### src/rtl/pbm_pkg.sv
package pbm_pkg;
  localparam int unsigned NUM_LEGS = 4;
  typedef enum logic [1:0] {
    LEG_LP = 2'd0,
    LEG_LN = 2'd1,
    LEG_RP = 2'd2,
    LEG_RN = 2'd3
  } leg_e;
endpackage

### src/rtl/pbm_period_ctr.sv
module pbm_period_ctr #(
  parameter int unsigned CNT_W = 8
) (
  input  logic             clk_i,
  input  logic             rst_ni,
  output logic [CNT_W-1:0] cnt_o,
  output logic             wrap_o
);
  logic [CNT_W-1:0] cnt_q;

  always_ff @(posedge clk_i or negedge rst_ni) begin
    if (!rst_ni) cnt_q <= '0;
    else         cnt_q <= cnt_q + 1'b1;
  end

  assign cnt_o  = cnt_q;
  assign wrap_o = &cnt_q;
endmodule

### src/rtl/pbm_duty_calc.sv
module pbm_duty_calc #(
  parameter int unsigned SAMPLE_W = 16,
  parameter int unsigned CNT_W    = 8
) (
  input  logic signed [SAMPLE_W-1:0] sample_i,
  input  logic        [CNT_W:0]      ceil_i,
  output logic        [CNT_W:0]      p_o,
  output logic        [CNT_W:0]      n_o
);
  localparam int unsigned DW   = CNT_W + 1;
  localparam int unsigned WW   = SAMPLE_W + DW + 1;
  localparam int unsigned FULL = 1 << CNT_W;
  localparam int unsigned HALF = FULL / 2;
  localparam logic signed [WW-1:0] HALF_S = WW'(HALF);
  localparam logic signed [WW-1:0] FULL_S = WW'(FULL);

  logic        [DW-1:0] ceil_eff, floor_eff;
  logic signed [WW-1:0] ext, s, p_raw, n_raw, ceil_s, floor_s;

  always_comb begin
    if (ceil_i > DW'(FULL))      ceil_eff = DW'(FULL);
    else if (ceil_i < DW'(HALF)) ceil_eff = DW'(HALF);
    else                         ceil_eff = ceil_i;
    floor_eff = DW'(FULL) - ceil_eff;
    ceil_s  = {{(WW-DW){1'b0}}, ceil_eff};
    floor_s = FULL_S - ceil_s;
    ext     = {{(WW-SAMPLE_W){sample_i[SAMPLE_W-1]}}, sample_i};
    s       = ext >>> 1;
    p_raw   = HALF_S + s;
    n_raw   = HALF_S - s;

    if (p_raw > ceil_s)       p_o = ceil_eff;
    else if (p_raw < floor_s) p_o = floor_eff;
    else                      p_o = p_raw[DW-1:0];

    if (n_raw > ceil_s)       n_o = ceil_eff;
    else if (n_raw < floor_s) n_o = floor_eff;
    else                      n_o = n_raw[DW-1:0];
  end
endmodule

### src/rtl/pbm_leg_gen.sv
module pbm_leg_gen #(
  parameter int unsigned CNT_W = 8
) (
  input  logic [CNT_W-1:0] cnt_i,
  input  logic [CNT_W:0]   duty_i,
  output logic             high_o
);
  localparam int unsigned DW   = CNT_W + 1;
  localparam int unsigned HALF = (1 << CNT_W) / 2;

  logic [DW-1:0] lo, hi, cnt_x;

  // window [lo, hi) centred on mid-period, width = duty
  always_comb begin
    lo     = DW'(HALF) - (duty_i >> 1);
    hi     = lo + duty_i;
    cnt_x  = {1'b0, cnt_i};
    high_o = (cnt_x >= lo) && (cnt_x < hi);
  end
endmodule

### src/rtl/pwm_bridge_mod.sv
module pwm_bridge_mod
  import pbm_pkg::*;
#(
  parameter int unsigned SAMPLE_W = 16,
  parameter int unsigned CNT_W    = 8
) (
  input  logic                       clk_i,
  input  logic                       rst_ni,
  input  logic                       sample_valid_i,
  input  logic signed [SAMPLE_W-1:0] left_sample_i,
  input  logic signed [SAMPLE_W-1:0] right_sample_i,
  input  logic        [CNT_W:0]      duty_ceil_i,
  input  logic                       parallel_i,
  input  logic                       enable_i,
  input  logic                       hiz_i,
  output logic        [3:0]          leg_o,
  output logic        [3:0]          leg_oe_o,
  output logic        [CNT_W:0]      left_duty_p_o,
  output logic        [CNT_W:0]      left_duty_n_o,
  output logic        [CNT_W:0]      right_duty_p_o,
  output logic        [CNT_W:0]      right_duty_n_o
);
  localparam int unsigned DW   = CNT_W + 1;
  localparam int unsigned FULL = 1 << CNT_W;
  localparam int unsigned HALF = FULL / 2;

  logic [CNT_W-1:0] cnt;
  logic             wrap;
  logic signed [SAMPLE_W-1:0] pend_l_q, pend_r_q, pend_l_d, pend_r_d;
  logic [DW-1:0] l_p, l_n, r_p, r_n;
  logic [NUM_LEGS-1:0][DW-1:0] duty_q, duty_d;
  logic          par_q;
  logic [NUM_LEGS-1:0] leg_raw;
  logic          run;

  pbm_period_ctr #(.CNT_W(CNT_W)) i_ctr (
    .clk_i (clk_i),
    .rst_ni(rst_ni),
    .cnt_o (cnt),
    .wrap_o(wrap)
  );

  // a strobe on the boundary edge still makes the next period
  assign pend_l_d = sample_valid_i ? left_sample_i  : pend_l_q;
  assign pend_r_d = sample_valid_i ? right_sample_i : pend_r_q;

  pbm_duty_calc #(.SAMPLE_W(SAMPLE_W), .CNT_W(CNT_W)) i_calc_l (
    .sample_i(pend_l_d), .ceil_i(duty_ceil_i), .p_o(l_p), .n_o(l_n)
  );
  pbm_duty_calc #(.SAMPLE_W(SAMPLE_W), .CNT_W(CNT_W)) i_calc_r (
    .sample_i(pend_r_d), .ceil_i(duty_ceil_i), .p_o(r_p), .n_o(r_n)
  );

  always_comb begin
    if (parallel_i) begin
      duty_d[LEG_LP] = r_n;
      duty_d[LEG_LN] = r_n;
      duty_d[LEG_RP] = r_p;
      duty_d[LEG_RN] = r_p;
    end else begin
      duty_d[LEG_LP] = l_p;
      duty_d[LEG_LN] = l_n;
      duty_d[LEG_RP] = r_p;
      duty_d[LEG_RN] = r_n;
    end
  end

  always_ff @(posedge clk_i or negedge rst_ni) begin
    if (!rst_ni) begin
      pend_l_q <= '0;
      pend_r_q <= '0;
      duty_q   <= {NUM_LEGS{DW'(HALF)}};
      par_q    <= 1'b0;
    end else begin
      pend_l_q <= pend_l_d;
      pend_r_q <= pend_r_d;
      if (wrap) begin
        duty_q <= duty_d;
        par_q  <= parallel_i;
      end
    end
  end

  for (genvar g = 0; g < NUM_LEGS; g++) begin : g_leg
    pbm_leg_gen #(.CNT_W(CNT_W)) i_leg (
      .cnt_i (cnt),
      .duty_i(duty_q[g]),
      .high_o(leg_raw[g])
    );
  end

  assign run            = enable_i && !hiz_i;
  assign leg_o          = run ? leg_raw : '0;
  assign leg_oe_o       = {NUM_LEGS{run}};
  assign left_duty_p_o  = duty_q[LEG_LP];
  assign left_duty_n_o  = duty_q[LEG_LN];
  assign right_duty_p_o = duty_q[LEG_RP];
  assign right_duty_n_o = duty_q[LEG_RN];


  duty_stable_chk: assert property (@(posedge clk_i) disable iff (!rst_ni)
    (cnt != '0) |-> $stable(duty_q));


  duty_sum_chk: assert property (@(posedge clk_i) disable iff (!rst_ni)
    !par_q |-> (({1'b0, duty_q[LEG_LP]} + {1'b0, duty_q[LEG_LN]}) == (DW+1)'(FULL)
             && ({1'b0, duty_q[LEG_RP]} + {1'b0, duty_q[LEG_RN]}) == (DW+1)'(FULL)));


  in_phase_chk: assert property (@(posedge clk_i) disable iff (!rst_ni)
    (duty_q[LEG_LP] == duty_q[LEG_LN]) |-> (leg_raw[LEG_LP] == leg_raw[LEG_LN]));


  par_phase_chk: assert property (@(posedge clk_i) disable iff (!rst_ni)
    par_q |-> (leg_raw[LEG_LP] == leg_raw[LEG_LN] && leg_raw[LEG_RP] == leg_raw[LEG_RN]));


  mute_off_chk: assert property (@(posedge clk_i) disable iff (!rst_ni)
    !enable_i |-> (leg_o == '0 && leg_oe_o == '0));


  hiz_off_chk: assert property (@(posedge clk_i) disable iff (!rst_ni)
    hiz_i |-> (leg_o == '0 && leg_oe_o == '0));


  oe_on_chk: assert property (@(posedge clk_i) disable iff (!rst_ni)
    (enable_i && !hiz_i) |-> (leg_oe_o == '1));
endmodule

### config.mk
export PLATFORM = sky130hd
export DESIGN_NAME = pwm_bridge_mod
export DESIGN_NICKNAME = d
export VERILOG_FILES = /design/src/rtl/pbm_pkg.sv /design/src/rtl/pbm_period_ctr.sv /design/src/rtl/pbm_duty_calc.sv /design/src/rtl/pbm_leg_gen.sv /design/src/rtl/pwm_bridge_mod.sv
export SDC_FILE = /design/constraint.sdc
export NUM_CORES = 1
export LEC_CHECK = 0
export BUFFER_PORTS_ARGS = -buffer_cell sky130_fd_sc_hd__buf_2
export CAP_MARGIN = 5
export CORE_MARGIN = 2
export CORE_UTILIZATION = 50
export CTS_CLUSTER_SIZE = 30
export DETAILED_ROUTE_END_ITERATION = 10
export GPL_TIMING_DRIVEN = 0
export HOLD_SLACK_MARGIN = 0.05
export PLACE_DENSITY_LB_ADDON = 0.15
export SLEW_MARGIN = 25
export SYNTH_ARGS = -nofsm -noshare
export SYNTH_HDL_FRONTEND = slang
export SYNTH_HIERARCHICAL = 1
export SYNTH_SLANG_ARGS = --single-unit
### constraint.sdc
create_clock -name clk_i -period 9.7 [get_ports clk_i]
set_input_delay 1.94 -clock clk_i [delete_from_list [all_inputs] [get_ports clk_i]]
set_output_delay 1.94 -clock clk_i [all_outputs]
set_load 0.05 [all_outputs]
==> flow_metrics.py <==
metrics = {
    "status": {
        "status": "finished, final reports clean",
    },
    "clock_network": {
        "cts_sinks": 74,
        "cts_hold_buf": 0,
        "post-cts-setup-buffers": 0,
        "clk_path_buf_depth": 2,
        "cts.repair.resized": 0,
        "clk_latency_ns": 0.34,
        "root_buffer": "clkbuf_16",
        "cts.clk_slew.worst_paths_ns": 0.06,
        "htree_levels": 3,
        "cts_tree": "yes",
        "cts_buffers": 9,
    },
    "timing": {
        "setup_violations": 0,
        "tightest_slew_ns": 0.618,
        "slew_headroom": 0.577,
        "period_share": 0.678,
        "finalHoldViolations": 0,
        "finalSetupTns_ns": 0,
        "final_max_slew_viol_count": 0,
        "fmax_mhz": 152,
        "rsz0062_at_grt": "false",
        "fin_crit_ns": 6.57,
        "skew_ns": 0.00823,
    },
    "grt": {
        "grt-ovfl-total": 0,
        "grt_use_total": 0.238,
        "antenna_found_initial": 1,
        "grt_pass1_vias": 8547,
        "grt_max_degree": 50,
        "grt_pass1_wl_um": 42400,
    },
    "finish": {
        "nNetsFinal": 1526,
        "design_area_sq_mm": 0.0114,
        "layout_commonest_cell": "ha_1",
        "area_growth_pct": 10.7,
        "layout_common_cells": "ha_1, a21oi_1, buf_2",
        "utilization": 0.564,
        "drive_gt1_frac": 0.159,
    },
    "critical_path": {
        "cp.required_ns": 7.76,
        "rrSetupSlack_ns": 5.40,
        "crit_type": "flip-flop to primary output",
        "r2r-start": "pend_r_q[1]$_DFF_PN0_",
        "r2r_cells": 15,
        "cp-start-kind": "flip-flop",
        "regToRegEndpoint": "right_duty_n_o[6]$_DFFE_PN0P_",
        "path_max_fanout": 10,
        "end_kind": "primary output",
        "cp_data_arrival_time_ns": 4.63,
    },
    "die": {
        "placementRows": 52,
        "initial_core_util": 0.509,
        "boundaryPins": 91,
        "die_x_um": 148,
        "core_sq_mm": 0.0202,
        "dieArea_sq_mm": 0.0218,
        "die_h_um": 148,
    },
    "drt": {
        "drc": 0,
        "ant_nets": 0,
        "first_iter_violations": 466,
        "wl_per_cell_um": 16.2,
        "wl_um": 25400,
        "first_pass_iters": 5,
        "vias_per_cell": 5.67,
        "via_count": 8907,
    },
    "min_path": {
        "hold_end": "pend_r_q[15]$_DFF_PN0_",
        "hp-start": "pend_r_q[15]$_DFF_PN0_",
        "hold_path_depth": 1,
        "hp-class": "flip-flop to flip-flop",
    },
    "power": {
        "internal_power_w": 0.000662,
        "ir_drop_v": 0.0000846,
        "switching_share": 0.356,
        "power_frac_clock": 0.301,
        "p_total_w": 0.00103,
        "p_switching_w": 0.000365,
        "power_frac_comb": 0.384,
        "p_per_area_mw_per_mm2": 90.0,
        "pwr-share-seq": 0.315,
        "leakage_nw": 5.25,
    },
    "logic_synthesis": {
        "syn_inst": 1190,
        "yosysWarnings": 6,
        "avgSynthCellArea_sq_um": 8.66,
        "syn_area_sq_mm": 0.0103,
    },
    "place": {
        "dpl.hpwl_um": 20800,
        "place_area_sq_mm": 0.0111,
        "port_buffers": 86,
        "gp_congestion": 0.937,
    },
    "job": {
        "maxCapViolations": 0,
    },
}
-- metal layers --
layer,wire [um],up-vias,global-route usage
met5,0,-,0
met1,12100,4171,0.325
met4,300,0,0.0524
met2,11900,172,0.403
li1,-,4541,-
met3,1060,23,0.0312
-- worst max path at each step --
stage          cells past startpoint                      endpoint                           from
2_1_floorplan                     17                      leg_o[3]  right_duty_n_o[1]$_DFFE_PN0P_
3_3_place_gp                      20  left_duty_p_o[7]$_DFFE_PN1P_                 duty_ceil_i[8]
3_5_place_dp                      20  left_duty_p_o[7]$_DFFE_PN1P_                 duty_ceil_i[8]
4_1_cts                           19                      leg_o[0]   left_duty_p_o[2]$_DFFE_PN0P_
5_1_grt                           19                      leg_o[0]   left_duty_p_o[2]$_DFFE_PN0P_
6_report                          19                      leg_o[0]   left_duty_p_o[2]$_DFFE_PN0P_
-- layout make-up --
cell class	count	area, sq um
Clock buffer	10	239
Buffer	38	288
Fill cell	1927	8820
Multi-Input combinational cell	998	7860
Clock inverter	6	32.5
Timing Repair Buffer	87	460
Antenna cell	1	2.50
Sequential cell	74	1860
Inverter	88	330
Tap cell	270	338
-- power groups by stage --
stage,logic (W),clock network [W],registers [W]
4_1_cts,0.000393,0.000317,0.000324
3_3_place_gp,0.000383,0,0.000329
6_report,0.000394,0.000309,0.000324
5_1_grt,0.000443,0.000331,0.000325
3_5_place_dp,0.000390,0,0.000330
2_1_floorplan,0.000288,0,0.000329
-- worst max-delay path, stage by stage, from the launching register on --
cell       delay, ns
dfrtp_1         0.49
inv_1           0.12
ha_1            0.30
nor3b_1         0.27
xnor2_1         0.17
ha_1            0.30
nor2_1          0.12
nor2_1          0.06
a31o_2          0.25
a21oi_1         0.17
xor2_1          0.09
ha_1            0.20
a2111oi_0       0.50
nor2b_1         0.20
o21ai_0         0.10
o211ai_1        0.18
o21ai_2         0.09
a211oi_2        0.28
and2_1          0.16
buf_2           0.25
-- state kept, by name (all words and copies together) (netlist names) --
name	flops
left_duty_p_o	9
left_duty_n_o	9
pend_l_q	15
i_ctr/cnt_o	8
right_duty_p_o	9
right_duty_n_o	9
pend_r_q	15
-- stage by stage --
stage	setup slack (ns)	cells	hold slack, ns
2_1_floorplan	3.68	1198	0.471
3_3_place_gp	3.18	1554	0.481
3_5_place_dp	3.18	1555	0.489
4_1_cts	3.15	1571	0.503
5_1_grt	2.69	1571	0.512
6_report	3.13	1572	0.499
Note: power is estimated with default switching activity, not from simulation.
